### src/rtl/bmc_pkg.sv
package bmc_pkg;
    typedef enum logic [1:0] {
        CMD_NONE = 2'd0,
        CMD_BANK = 2'd1,
        CMD_MODE = 2'd2
    } bmc_cmd_e;
endpackage

### src/rtl/bmc_decode.sv
module bmc_decode
    import bmc_pkg::*;
#(
    parameter int          CMD_W     = 8,
    parameter logic [7:0]  BANK_CODE = 8'h51,
    parameter logic [7:0]  MODE_CODE = 8'h59
) (
    input  logic             io_wr,
    input  logic [CMD_W-1:0] io_cmd,
    output bmc_cmd_e         kind
);
    always_comb begin
        kind = CMD_NONE;
        if (io_wr) begin
            if (io_cmd == CMD_W'(BANK_CODE))      kind = CMD_BANK;
            else if (io_cmd == CMD_W'(MODE_CODE)) kind = CMD_MODE;
        end
    end
endmodule

### src/rtl/bmc_regs.sv
module bmc_regs
    import bmc_pkg::*;
#(
    parameter int BANK_W = 4,
    parameter int MODE_W = 4
) (
    input  logic              clk,
    input  logic              rst_n,
    input  logic              hold_sw,
    input  bmc_cmd_e          kind,
    input  logic [BANK_W-1:0] bank_data,
    input  logic [MODE_W-1:0] mode_data,
    input  logic [MODE_W-1:0] cfg_sw,
    output logic [BANK_W-1:0] bank,
    output logic [MODE_W-1:0] mode
);
    typedef struct packed {
        logic [BANK_W-1:0] bank;
        logic [MODE_W-1:0] mode;
    } regs_t;

    regs_t st_d, st_q;

    always_comb begin
        st_d = st_q;
        if (kind == CMD_BANK) st_d.bank = bank_data;
        // switch source wins over the bus source
        if (hold_sw)               st_d.mode = cfg_sw;
        else if (kind == CMD_MODE) st_d.mode = mode_data;
    end

    always_ff @(posedge clk or negedge rst_n) begin
        if (!rst_n) st_q <= '0;
        else        st_q <= st_d;
    end

    assign bank = st_q.bank;
    assign mode = st_q.mode;
endmodule

### src/rtl/bmc_window.sv
module bmc_window #(
    parameter int                ADDR_W   = 14,
    parameter int                OFF_W    = 11,
    parameter int                BANK_W   = 4,
    parameter logic [ADDR_W-1:0] WIN_BASE = 14'h1800
) (
    input  logic [ADDR_W-1:0]       cpu_addr,
    input  logic [BANK_W-1:0]       bank,
    output logic                    hit,
    output logic [BANK_W+OFF_W-1:0] phys
);
    localparam int                TAG_W   = ADDR_W - OFF_W;
    localparam logic [TAG_W-1:0]  WIN_TAG = WIN_BASE[ADDR_W-1:OFF_W];

    always_comb begin
        hit  = (cpu_addr[ADDR_W-1:OFF_W] == WIN_TAG);
        phys = hit ? {bank, cpu_addr[OFF_W-1:0]} : '0;
    end
endmodule

### src/rtl/bank_mode_ctl.sv
module bank_mode_ctl
    import bmc_pkg::*;
#(
    parameter int                ADDR_W    = 14,
    parameter int                OFF_W     = 11,
    parameter int                BANK_W    = 4,
    parameter int                MODE_W    = 4,
    parameter int                CMD_W     = 8,
    parameter logic [ADDR_W-1:0] WIN_BASE  = 14'h1800,
    parameter logic [7:0]        BANK_CODE = 8'h51,
    parameter logic [7:0]        MODE_CODE = 8'h59
) (
    input  logic                    clk,
    input  logic                    rst_n,
    input  logic                    hold_sw,
    input  logic [MODE_W-1:0]       cfg_sw,
    input  logic                    io_wr,
    input  logic [CMD_W-1:0]        io_cmd,
    input  logic [ADDR_W-1:0]       cpu_addr,
    output logic                    win_hit,
    output logic [BANK_W+OFF_W-1:0] phys_addr,
    output logic [MODE_W-1:0]       mem_mode
);
    bmc_cmd_e          kind;
    logic [BANK_W-1:0] bank_q;

    bmc_decode #(.CMD_W(CMD_W), .BANK_CODE(BANK_CODE), .MODE_CODE(MODE_CODE)) u_dec (
        .io_wr (io_wr),
        .io_cmd(io_cmd),
        .kind  (kind)
    );

    bmc_regs #(.BANK_W(BANK_W), .MODE_W(MODE_W)) u_regs (
        .clk      (clk),
        .rst_n    (rst_n),
        .hold_sw  (hold_sw),
        .kind     (kind),
        .bank_data(cpu_addr[BANK_W-1:0]),
        .mode_data(cpu_addr[MODE_W-1:0]),
        .cfg_sw   (cfg_sw),
        .bank     (bank_q),
        .mode     (mem_mode)
    );

    bmc_window #(.ADDR_W(ADDR_W), .OFF_W(OFF_W), .BANK_W(BANK_W), .WIN_BASE(WIN_BASE)) u_win (
        .cpu_addr(cpu_addr),
        .bank    (bank_q),
        .hit     (win_hit),
        .phys    (phys_addr)
    );
endmodule

### config.mk
export PLATFORM = sky130hd
export DESIGN_NAME = bank_mode_ctl
export DESIGN_NICKNAME = d
export VERILOG_FILES = /design/src/rtl/bmc_pkg.sv /design/src/rtl/bmc_decode.sv /design/src/rtl/bmc_regs.sv /design/src/rtl/bmc_window.sv /design/src/rtl/bank_mode_ctl.sv
export SDC_FILE = /design/constraint.sdc
export NUM_CORES = 1
export LEC_CHECK = 0
export CORE_MARGIN = 2
export CORE_UTILIZATION = 28
export DETAILED_ROUTE_END_ITERATION = 16
export GPL_TIMING_DRIVEN = 0
export HOLD_SLACK_MARGIN = 0.1
export PLACE_DENSITY = 0.88
export SYNTH_ARGS = -nofsm -noshare
export SYNTH_HDL_FRONTEND = slang
export SYNTH_SLANG_ARGS = --single-unit
### constraint.sdc
create_clock -name clk -period 1.17 [get_ports clk]
set_input_delay 0.1755 -clock clk [delete_from_list [all_inputs] [get_ports clk]]
set_output_delay 0.1755 -clock clk [all_outputs]
set_load 0.02 [all_outputs]
# Word level (Yosys, flattened, before mapping)
# Index checks and enable logic that the tools add are counted.
# totals
reg_bits	8
latch_bits	0
mem_bits_rw	0
romBits	0
memories	0
# op_classes
n_reduce_logical	1
n_shift	0
n_lt_le_gt_ge	0
div_mod_pow	0
n_mul	0
muxes	6
n_addsub	0
n_eq_ne	5
n_bitwise	0
# ops
cell	n
8-bit by 7-bit == test with 1-bit output, second input constant	2
15-bit two-way mux	1
4-bit two-way mux	2
2-bit two-way mux	3
3-bit by 2-bit == test with 1-bit output, second input constant	1
2-bit by 1-bit == test with 1-bit output, second input constant	1
2-bit == test, second input constant	1
2-bit nonzero test	1

# Logic depth before layout (Yosys ltp)
# logic_depth
word_depth	7
ltp_mapped	4

# By module
# Synthesis repeated with hierarchy kept, for this count alone.
# unflattened
cells_unflattened	55
area_unflattened_um2	621.8
# by_module_without_submodules
module	instances	seq_area_each_um2	area_per_inst_um2	cells_each
bmc_regs	1	200.2	395.4	31
bmc_window	1	0.0	190.2	19
bmc_decode	1	0.0	36.3	5

# Worst setup path before layout
# No wires, ideal clock.
# synth_timing
path_type	in2reg
startpoint	input port io_cmd[7]
endpoint	register u_regs.st_q, in the netlist u_regs.mode[0]
stages	4
setup_slack_ns	-0.211
setup_time_ns	0.125
t_required_ns	1.045
t_arrival_ns	1.256
path_cell_list	nand4bb_1 > or4_1 > buf_2 > mux2_4
# synth_via
elab_chain_len	6
word_cells_on_any_way	7
classes_between	eq/ne: 3; mux: 3; reduce/logical: 1
# synth_lines
item	line	rtl
start, declared	bank_mode_ctl.sv:18	input logic [CMD_W-1:0] io_cmd,
8-bit by 7-bit == test with 1-bit output	bmc_decode.sv:16	else if (io_cmd == CMD_W'(MODE_CODE)) kind = CMD_MODE;
2-bit two-way mux	bmc_decode.sv:16	
2-bit two-way mux *	bmc_decode.sv:15	if (io_cmd == CMD_W'(BANK_CODE)) kind = CMD_BANK;
2-bit two-way mux *	bmc_decode.sv:14	if (io_wr) begin
2-bit == test *	bmc_regs.sv:29	else if (kind == CMD_MODE) st_d.mode = mode_data;
2-bit nonzero test (no source line) *	--	
end signal, assigned	bmc_regs.sv:34	else st_q <= st_d;
end, declared	bmc_regs.sv:22	regs_t st_d, st_q;
# Every way passes the cells marked *; elsewhere a longest branch is shown, timed or not.
# A chain may end at the register's enable or synchronous reset.

# Worst setup path after layout
# layout_timing
startpoint	input port io_cmd[7]
endpoint	register u_regs.st_q, in the netlist u_regs.mode[3]
# The elaborated chain is that of the path after synthesis.

==> results.json <==
{
  "worst_ep_arrival_time_ps": 1380,
  "dr.max_layer_used": "met3",
  "finalSetupViolations": 8,
  "gr-total-overflow": 0,
  "cp_slowest_cell": "or4_4",
  "layout_commonest_cell": "clkdlybuf4s50_1",
  "dpl.hpwl_um": 1310,
  "vias": 551,
  "rsz0062_at_grt": "true",
  "skew_ps": 0,
  "grt_max_degree": 9,
  "synthTopCellsByArea": "dfrtp_1, and2_1, mux2_2",
  "final_cell_mix": "clkdlybuf4s50_1, and2_1, buf_2",
  "power_frac_comb": 0.332,
  "yosysWarnings": 0,
  "cts_buffers": 3,
  "syn_area_um2": 499,
  "fin_nets": 131,
  "ctsHoldBuffers": 0,
  "powerDensity_mw_per_mm2": 721,
  "p_sw_uw": 191,
  "design_area_mm2": 0.00106,
  "p_total_uw": 763,
  "synthCells": 44,
  "endpoint_kind": "flip-flop",
  "status": "finished, violations left",
  "grt_first_pass_wirelength_um": 2450,
  "drc_errors": 0,
  "core_mm2": 0.00171,
  "fillCellCount": 146,
  "drv_slew": 0,
  "crit_required_ps": 1300,
  "crit_fanout": 4,
  "grt_pass1_vias": 579,
  "synth_nets": 74,
  "rows": 15,
  "start_kind": "primary input",
  "layout_worst_path_cycle_share": 1.07,
  "synth.distinct_cells": 12,
  "setup_ws_ps": -79.8,
  "violations": "setup timing",
  "antenna_cells": 0,
  "leakagePower_nw": 0.522,
  "final_util": 0.620,
  "max_cap_viol_count": 0,
  "seqPwrFrac": 0.401,
  "cts_tree": "done",
  "initialDrtViolationCount": 5,
  "drt-total-wl_um": 1590,
  "clockBufferDepth": 2,
  "wl_per_cell_um": 12.8,
  "clk_latency_ps": 250,
  "gp_congestion": 0.714,
  "area_delta_synth_final_pct": 112,
  "initial_core_util": 0.292,
  "wl_met1_um": 549,
  "max_stage_delay_ps": 590,
  "clk_pin_slew_ps": 50,
  "root_buffer": "clkbuf_4",
  "internal_power_uw": 572,
  "worstSetupPathType": "in2reg",
  "first_pass_iters": 3,
  "holdCritPathClass": "in2async",
  "synth-seq-area-share": 0.401,
  "dp_cells": 118,
  "yosys.area.top_type": "dfrtp_1",
  "die_h_um": 46.2,
  "worst_pin_slew_ps": 353,
  "cts.sinks": 8,
  "io_pins": 50,
  "p_sw_frac": 0.250,
  "fp.dieW_um": 46.2,
  "avgSynthCellArea_um2": 11.3,
  "place_ws_ps": -1020,
  "ant_nets": 0,
  "final_layout_size_suffix_gt1_frac": 0.576,
  "ys_ff_latch": 8,
  "synth_top_area_frac": 0.401,
  "path_cells": "buf_6, nand4bb_1, or4_4, mux2_4",
  "antenna_found_initial": 0,
  "clkPwrFrac": 0.266,
  "slew_headroom": 0.763,
  "gr-usage-all-layers": 0.163,
  "postPlaceCellArea_mm2": 0.00102,
  "via_per_inst": 4.44,
  "met3_length_um": 103,
  "h-tree-depth": 1,
  "peakVddDrop_uv": 678,
  "hold_ws_ps": 201,
  "period_needed_ps": 1250,
  "wl_met2_um": 939,
  "setup-tns-final_ps": -397,
  "die_area_mm2": 0.00214,
  "layout.cells.non_filler": 124,
  "portBuffers": 49,
  "final_hold_viol_count": 0,
  "fmax_mhz": 800
}
## cells in the mapped netlist, drive strengths merged
library cell and count:
and2 15, mux2 12, dfrtp 8, nand4bb 2, buf 1, clkbuf 1, inv 1, nand2 1
nor2 1, nor3 1, or4 1
## routing by layer
| metal | GRT usage | up-vias |
|---|---|---|
| li1 | - | 261 |
| met1 | 0.163 | 266 |
| met2 | 0.311 | 24 |
| met3 | 0.0627 | 0 |
| met4 | 0.0343 | 0 |
| met5 | 0 | - |
## worst max-delay path: cells and delay by family
family | cells | cell delay, ps
multiplexers | 1 | 320
buffers and inverters | 1 | 90
AND/OR/NAND/NOR | 2 | 800
## power groups by stage
stage          Combinational (mW)  Sequential (mW)  Clock (mW)
3_5_place_dp                0.260            0.312           0
4_1_cts                     0.250            0.307       0.212
5_1_grt                     0.272            0.308       0.224
3_3_place_gp                0.253            0.310           0
2_1_floorplan              0.0742            0.328           0
6_report                    0.253            0.306       0.203
## cell families (layout without fill, tap and decap cells)
family	Yosys count	after routing	share of synthesized area
flip-flops	8	8	0.401
multiplexers	12	12	0.301
buffers and inverters	3	58	0.0250
AND/OR/NAND/NOR	21	21	0.273
## what timing repair did
| item | 4_1_cts | 5_1_grt |
|---|---|---|
| setup buffers | 0 | 3 |
| gates cloned | 1 | 0 |
| hold endpoints to repair | 0 | 0 |
| endpoints found under the setup margin | 28 | 18 |
| gates resized for setup | 128 | 10 |
| pin swaps | 6 | 4 |
## final cells by class
type | instances | area [um2] | share of cell area
inverter | 1 | 3.75 | 0.00355
timing repair buffer | 53 | 452 | 0.427
buffer | 1 | 15.0 | 0.0142
sequential | 8 | 200 | 0.189
clock buffer | 3 | 22.5 | 0.0213
multi-input combinational | 33 | 334 | 0.316
tap | 25 | 31.3 | 0.0296
## registers in the layout (all words and copies together) (netlist names)
name and flops:
u_regs.bank 4, u_regs.mode 4
## final timing paths
path	start	endpoint	slack, ps	cells past startpoint
min in group clk	io_wr	u_regs.mode[2]	470	4
max in group asynchronous	rst_n	u_regs.mode[1]	710	1
max	io_cmd[7]	u_regs.mode[3]	-80	4
min	rst_n	u_regs.bank[3]	200	1
max reg2reg	u_regs.mode[2]	u_regs.mode[2]	170	2
min reg2reg	u_regs.bank[3]	u_regs.bank[3]	500	1
(Power assumes the default switching activity.)
